$ cat config.mk
export PLATFORM = sky130hd
export DESIGN_NAME = nand_regblk
export DESIGN_NICKNAME = d
export VERILOG_FILES = /design/src/rtl/nand_regblk_pkg.sv /design/src/rtl/nand_regblk_lock.sv /design/src/rtl/nand_regblk_irq.sv /design/src/rtl/nand_regblk.sv
export SDC_FILE = /design/constraint.sdc
export NUM_CORES = 1
export LEC_CHECK = 0
export BUFFER_PORTS_ARGS = -buffer_cell sky130_fd_sc_hd__buf_2
export CORE_MARGIN = 1.5
export CORE_UTILIZATION = 40
export CTS_CLUSTER_SIZE = 25
export DETAILED_ROUTE_END_ITERATION = 6
export GPL_TIMING_DRIVEN = 1
export PLACE_DENSITY = 0.66
export SLEW_MARGIN = 0
export SYNTH_ARGS = -nofsm -noshare
export SYNTH_HDL_FRONTEND = slang
export SYNTH_SLANG_ARGS = --single-unit
$ cat constraint.sdc
create_clock -name clk -period 2.6 [get_ports clk]
set_input_delay 0.78 -clock clk [delete_from_list [all_inputs] [get_ports clk]]
set_output_delay 0.78 -clock clk [all_outputs]
set_load 0.01 [all_outputs]
$ cat src/rtl/nand_regblk_pkg.sv
package nand_regblk_pkg;
  localparam int BUS_W  = 32;
  localparam int LANES  = BUS_W / 8;

  localparam int OFF_CMD  = 0;
  localparam int OFF_KEY  = 1;
  localparam int OFF_CFG  = 2;
  localparam int OFF_TIM  = 3;
  localparam int OFF_MASK = 4;
  localparam int OFF_STAT = 5;
  localparam int OFF_LIVE = 6;
  localparam int OFF_CE   = 7;

  localparam logic [15:0] UNLOCK_KEY = 16'hA25E;
  localparam logic [7:0]  RESET_CODE = 8'hFF;

  // merge enabled byte lanes of nxt into old
  function automatic logic [BUS_W-1:0] lane_merge(input logic [BUS_W-1:0] old,
                                                  input logic [BUS_W-1:0] nxt,
                                                  input logic [LANES-1:0] en);
    logic [BUS_W-1:0] r;
    r = old;
    for (int i = 0; i < LANES; i++)
      if (en[i]) r[8*i +: 8] = nxt[8*i +: 8];
    return r;
  endfunction
endpackage

$ cat src/rtl/nand_regblk_lock.sv
module nand_regblk_lock
  import nand_regblk_pkg::*;
(
  input  logic clk,
  input  logic rst_n,
  input  logic wr_en,
  input  logic hit_key,
  input  logic hit_prot,
  input  logic key_ok,
  output logic open_o
);
  logic open_q;

  always_ff @(posedge clk) begin
    if (!rst_n)                  open_q <= 1'b0;
    else if (wr_en && hit_key)   open_q <= key_ok;
    else if (wr_en && hit_prot)  open_q <= 1'b0;
  end

  assign open_o = open_q;

  p_guard_closes_r2: assert property (@(posedge clk) disable iff (!rst_n)
    (wr_en && hit_prot && !hit_key) |=> !open_q);

  p_other_keeps_r4: assert property (@(posedge clk) disable iff (!rst_n)
    (!(wr_en && (hit_key || hit_prot))) |=> (open_q == $past(open_q)));
endmodule

$ cat src/rtl/nand_regblk_irq.sv
module nand_regblk_irq #(
  parameter int N_EVT = 6
) (
  input  logic             clk,
  input  logic             rst_n,
  input  logic [N_EVT-1:0] evt_i,
  input  logic             clr_i,
  input  logic             mask_we_i,
  input  logic [N_EVT-1:0] mask_d_i,
  output logic [N_EVT-1:0] stat_o,
  output logic [N_EVT-1:0] mask_o,
  output logic             irq_o
);
  logic [N_EVT-1:0] stat_q, mask_q, hit;

  for (genvar b = 0; b < N_EVT; b++) begin : g_bit
    always_ff @(posedge clk) begin
      if (!rst_n) begin
        stat_q[b] <= 1'b0;
        mask_q[b] <= 1'b0;
      end else begin
        stat_q[b] <= (stat_q[b] && !clr_i) || evt_i[b];
        if (mask_we_i) mask_q[b] <= mask_d_i[b];
      end
    end
    assign hit[b] = stat_q[b] & mask_q[b];
  end

  assign irq_o  = |hit;
  assign stat_o = stat_q;
  assign mask_o = mask_q;

  p_sticky_r5: assert property (@(posedge clk) disable iff (!rst_n)
    (|evt_i) |=> ((stat_q & $past(evt_i)) == $past(evt_i)));

  p_clear_r6: assert property (@(posedge clk) disable iff (!rst_n)
    (clr_i && evt_i == '0) |=> (stat_q == '0));

  p_irq_low_r7: assert property (@(posedge clk) disable iff (!rst_n)
    (clr_i && evt_i == '0) |=> !irq_o);
endmodule

$ cat src/rtl/nand_regblk.sv
module nand_regblk
  import nand_regblk_pkg::*;
#(
  parameter int ADDR_W = 4,
  parameter int N_EVT  = 6,
  parameter int CFG_W  = 4,
  parameter int TIM_W  = 26
) (
  input  logic              clk,
  input  logic              rst_n,
  input  logic [ADDR_W-1:0] addr,
  input  logic [31:0]       wdata,
  input  logic [3:0]        be,
  input  logic              wr_en,
  input  logic              rd_en,
  output logic [31:0]       rd_data,
  input  logic [N_EVT-1:0]  evt_i,
  input  logic              nand_rdy_i,
  input  logic              ctl_rdy_i,
  input  logic              ecc_rdy_i,
  input  logic              err_det_i,
  input  logic [1:0]        corr_cnt_i,
  input  logic              dec_fail_i,
  output logic [CFG_W-1:0]  cfg_o,
  output logic [TIM_W-1:0]  timing_o,
  output logic              ce_normal_o,
  output logic              core_reset_o,
  output logic              irq_o
);
  localparam int LIVE_W = 7;

  logic hit_cmd, hit_key, hit_cfg, hit_tim, hit_mask, hit_stat, hit_live, hit_ce;
  logic hit_prot, key_ok, guard_open;
  logic [CFG_W-1:0]  cfg_q;
  logic [TIM_W-1:0]  tim_q;
  logic              ce_q, rst_pulse_q;
  logic [N_EVT-1:0]  stat, mask;
  logic [LIVE_W-1:0] live;
  logic [31:0]       rd_mux;

  assign hit_cmd  = (addr == ADDR_W'(OFF_CMD));
  assign hit_key  = (addr == ADDR_W'(OFF_KEY));
  assign hit_cfg  = (addr == ADDR_W'(OFF_CFG));
  assign hit_tim  = (addr == ADDR_W'(OFF_TIM));
  assign hit_mask = (addr == ADDR_W'(OFF_MASK));
  assign hit_stat = (addr == ADDR_W'(OFF_STAT));
  assign hit_live = (addr == ADDR_W'(OFF_LIVE));
  assign hit_ce   = (addr == ADDR_W'(OFF_CE));
  assign hit_prot = hit_cfg | hit_tim;
  assign key_ok   = (be[1:0] == 2'b11) && (wdata[15:0] == UNLOCK_KEY);

  nand_regblk_lock u_lock (
    .clk      (clk),
    .rst_n    (rst_n),
    .wr_en    (wr_en),
    .hit_key  (hit_key),
    .hit_prot (hit_prot),
    .key_ok   (key_ok),
    .open_o   (guard_open)
  );

  nand_regblk_irq #(.N_EVT(N_EVT)) u_irq (
    .clk       (clk),
    .rst_n     (rst_n),
    .evt_i     (evt_i),
    .clr_i     (rd_en && hit_stat),
    .mask_we_i (wr_en && hit_mask && be[0]),
    .mask_d_i  (wdata[N_EVT-1:0]),
    .stat_o    (stat),
    .mask_o    (mask),
    .irq_o     (irq_o)
  );

  // guarded and plain control registers
  always_ff @(posedge clk) begin
    if (!rst_n) begin
      cfg_q       <= '0;
      tim_q       <= '0;
      ce_q        <= 1'b0;
      rst_pulse_q <= 1'b0;
    end else begin
      if (wr_en && hit_cfg && guard_open)
        cfg_q <= CFG_W'(lane_merge(32'(cfg_q), wdata, be));
      if (wr_en && hit_tim && guard_open)
        tim_q <= TIM_W'(lane_merge(32'(tim_q), wdata, be));
      if (wr_en && hit_ce && be[0])
        ce_q <= wdata[0];
      rst_pulse_q <= wr_en && hit_cmd && be[0] && (wdata[7:0] == RESET_CODE);
    end
  end

  assign live = {dec_fail_i, corr_cnt_i, err_det_i, ecc_rdy_i, ctl_rdy_i, nand_rdy_i};

  always_comb begin
    rd_mux = '0;
    if (hit_cfg)  rd_mux = 32'(cfg_q);
    if (hit_tim)  rd_mux = 32'(tim_q);
    if (hit_mask) rd_mux = 32'(mask);
    if (hit_stat) rd_mux = 32'(stat);
    if (hit_live) rd_mux = 32'(live);
    if (hit_ce)   rd_mux = 32'(ce_q);
  end

  always_ff @(posedge clk) begin
    if (!rst_n)     rd_data <= '0;
    else if (rd_en) rd_data <= rd_mux;
  end

  assign cfg_o        = cfg_q;
  assign timing_o     = tim_q;
  assign ce_normal_o  = ce_q;
  assign core_reset_o = rst_pulse_q;

  p_locked_hold_r3: assert property (@(posedge clk) disable iff (!rst_n)
    (wr_en && hit_prot && !guard_open) |=> ($stable(cfg_q) && $stable(tim_q)));

  p_single_shot_r2: assert property (@(posedge clk) disable iff (!rst_n)
    (wr_en && hit_prot && guard_open) |=> !guard_open);

  p_pulse_cause_r8: assert property (@(posedge clk) disable iff (!rst_n)
    core_reset_o |-> $past(wr_en));
endmodule

==> results.yml <==
placed_design:
  hpwl_um: 6150
  pre_cts_ws_ns: 0.296
  gp_congestion: 0.835
  io_buffers: 109
global_route:
  grt_max_degree: 33
  grt_usage_pct: 19.2
  grt_pass1_wl_um: 12900
  antenna_found_initial: 0
  grt_overflow: 0
  first_global_vias: 2557
final_layout:
  fin_util_pct: 51.0
  area_growth_pct: 22.3
  ff_latch_area_sq_mm: 0.00142
  drive_gt1_share_pct: 33.4
  diodes: 0
  fill_cells: 787
  multi_input_area_sq_mm: 0.00166
  final_nets: 480
die:
  fp.dieW_um: 93.2
  rows: 32
  num_io_pins: 122
  core_sq_mm: 0.00781
  die_area_sq_mm: 0.00869
  start_util_pct: 41.7
  fp.dieH_um: 93.2
cts:
  clock-root-buffer: "clkbuf_8"
  numCtsBuffers: 9
  cts_setup_buffers: 0
  cts_resized: 0
  clk_pin_slew_worst_paths_ns: 0.07
  tritoncts: "yes"
  clock_sinks: 71
  htreeDepth: 3
  clockBufferDepth: 2
  hold_buffers: 0
  clk_latency_ns: 0.35
routing:
  wl_um: 8290
  first_pass_iters: 4
  num_vias: 2728
  drt_iter0_drc: 94
  drc: 0
  wire_per_inst_um: 15.6
  routed_via_density: 5.15
  ant_nets: 0
yosys:
  synth-seq-area-share_pct: 43.7
  async_flop_share_pct: 0
  syn_avg_cell_area_sq_um: 10.0
  ys_types: 44
  synth_edf_count: 0
  syn-cell-area_sq_mm: 0.00325
  yosys_warnings: 0
  synthFlopType: "dfxtp_1"
  syn_inst: 325
  synth.ff_latch_count: 71
sta:
  worst_slew_pin_slew_ns: 0.533
  rsz0062_at_grt: "false"
  hold_slack_ns: 0.480
  fin_setup_tns_ns: 0
  setup_viol_count_final: 0
  worst_slack_ns: 0.648
  min_period_ns: 1.95
  min_period_over_period_pct: 75.1
  slew_headroom_pct: 64.4
  fin_skew_ns: 0.00577
  hold_viol_final: 0
  slew_violations: 0
  max_freq_mhz: 512
setup_path:
  cp-end-kind: "flop"
  crit_path_start_kind: "primary input"
  worstSetupPathType: "in -> reg"
  worst_path_max_delay_cell: "and2b_1"
  slowest_delay_ns: 0.42
  worstPathArrival_ns: 2.20
  path_cells: "buf_2 > and2b_1 > nand3_1 > a311o_1 > a221oi_1"
  worstPathRequired_ns: 2.84
  critPathMaxFanout: 18
flow_run:
  maxCapViolations: 0
pwr:
  power_density_mw_per_mm2: 533
  ir_drop_v: 0.000272
  power_leakage_nw: 1.85
worst_hold_path:
  hold_class: "reg -> reg"
run_status:
  outcome: "complete, no violations"
[placed cells by master (no fill, tap or decap), drive strengths merged, types with 3 or more instances in the layout]
master  count
nor2b      65
a311o       3
dfxtp      71
a21oi      12
conb        6
clkbuf     10
nand2      11
nand3      12
o21ai      10
mux2i      37
and4bb      4
a22oi      22
buf       112
inv         3
a221oi      7
clkinv      5
nand4       8
[per-stage QoR]
| step | instances | area [sq um] | total power [mW] |
|---|---|---|---|
| after detailed placement | 514 | 3790 | 1.30 |
| after floorplan | 330 | 3270 | 1.23 |
| final | 530 | 3980 | 2.12 |
| after CTS | 530 | 3980 | 2.14 |
| after global placement | 514 | 3790 | 1.30 |
| after global routing | 530 | 3980 | 2.21 |
[path summary, 6_finish.rpt]
kind | from | endpoint | slack [ns] | cells after the start
worst max register to register | u_lock.open_o$_SDFFE_PN0P_ | cfg_o[0]$_SDFFE_PN0P_ | 1.27 | 3
worst max-delay path | addr[2] | rd_data[1]$_SDFFE_PN0P_ | 0.65 | 5
worst min-delay path | rd_data[6]$_SDFFE_PN0P_ | rd_data[6]$_SDFFE_PN0P_ | 0.48 | 2
worst min register to register | rd_data[6]$_SDFFE_PN0P_ | rd_data[6]$_SDFFE_PN0P_ | 0.48 | 2
[metal layers]
| layer | wire length, um | track usage (%) | vias to the layer above |
|---|---|---|---|
| li1 | - | - | 1354 |
| met1 | 3880 | 24.8 | 1289 |
| met2 | 3980 | 31.6 | 79 |
| met3 | 345 | 4.55 | 6 |
| met4 | 76 | 6.44 | 0 |
| met5 | 0 | 0 | - |
[cell families (layout without fill, tap and decap cells)]
group,after synthesis,count (layout),synth area share (%)
AOI/OAI and AO/OA,62,62,14.4
buffers and inverters,34,132,5.92
DFF,71,71,43.7
muxes,38,38,11.7
other,1,6,0.115
and+or+nand+nor,119,119,24.2
[cells in the mapped netlist (3+ instances only)]
cell type | instances | area, sq um
a22oi_1 | 15 | 113
a311o_1 | 3 | 30.0
mux2i_1 | 37 | 370
nand2_1 | 11 | 41.3
a221oi_1 | 7 | 61.3
a22oi_2 | 7 | 87.6
dfxtp_1 | 71 | 1420
buf_4 | 7 | 52.6
buf_2 | 6 | 30.0
a21oi_1 | 12 | 60.1
and4bb_2 | 3 | 37.5
nand4_1 | 5 | 31.3
clkbuf_1 | 12 | 45.0
nand4_4 | 3 | 63.8
o21ai_0 | 10 | 50.1
buf_6 | 4 | 45.0
nor2b_1 | 65 | 407
nand3_1 | 12 | 60.1
[sequential cells by signal, indices dropped and copies added, names as in the netlist]
register / flops
ce_normal_o: 1
cfg_o: 4
core_reset_o: 1
rd_data: 26
timing_o: 26
u_irq.mask_o: 6
u_irq.stat_o: 6
u_lock.open_o: 1
[power by group]
part / internal [mW] / switching (mW)
logic: 0.0704 / 0.0979
registers: 1.10 / 0.00842
clock network: 0.440 / 0.409
[final cells by class]
cell class	instances	share of cell area [%]
Multi-Input combinational cell	225	41.7
Sequential cell	71	35.7
Timing Repair Buffer	112	14.3
Clock buffer	10	3.21
Tap cell	102	3.21
Clock inverter	6	1.54
Inverter	4	0.377
[worst max-delay path: cells and delay by family]
| family | cells | cell delay, ns |
|---|---|---|
| buf+inv | 1 | 0.19 |
| simple gates | 2 | 0.54 |
| compound gates | 2 | 0.68 |
(Power assumes the default switching activity.)
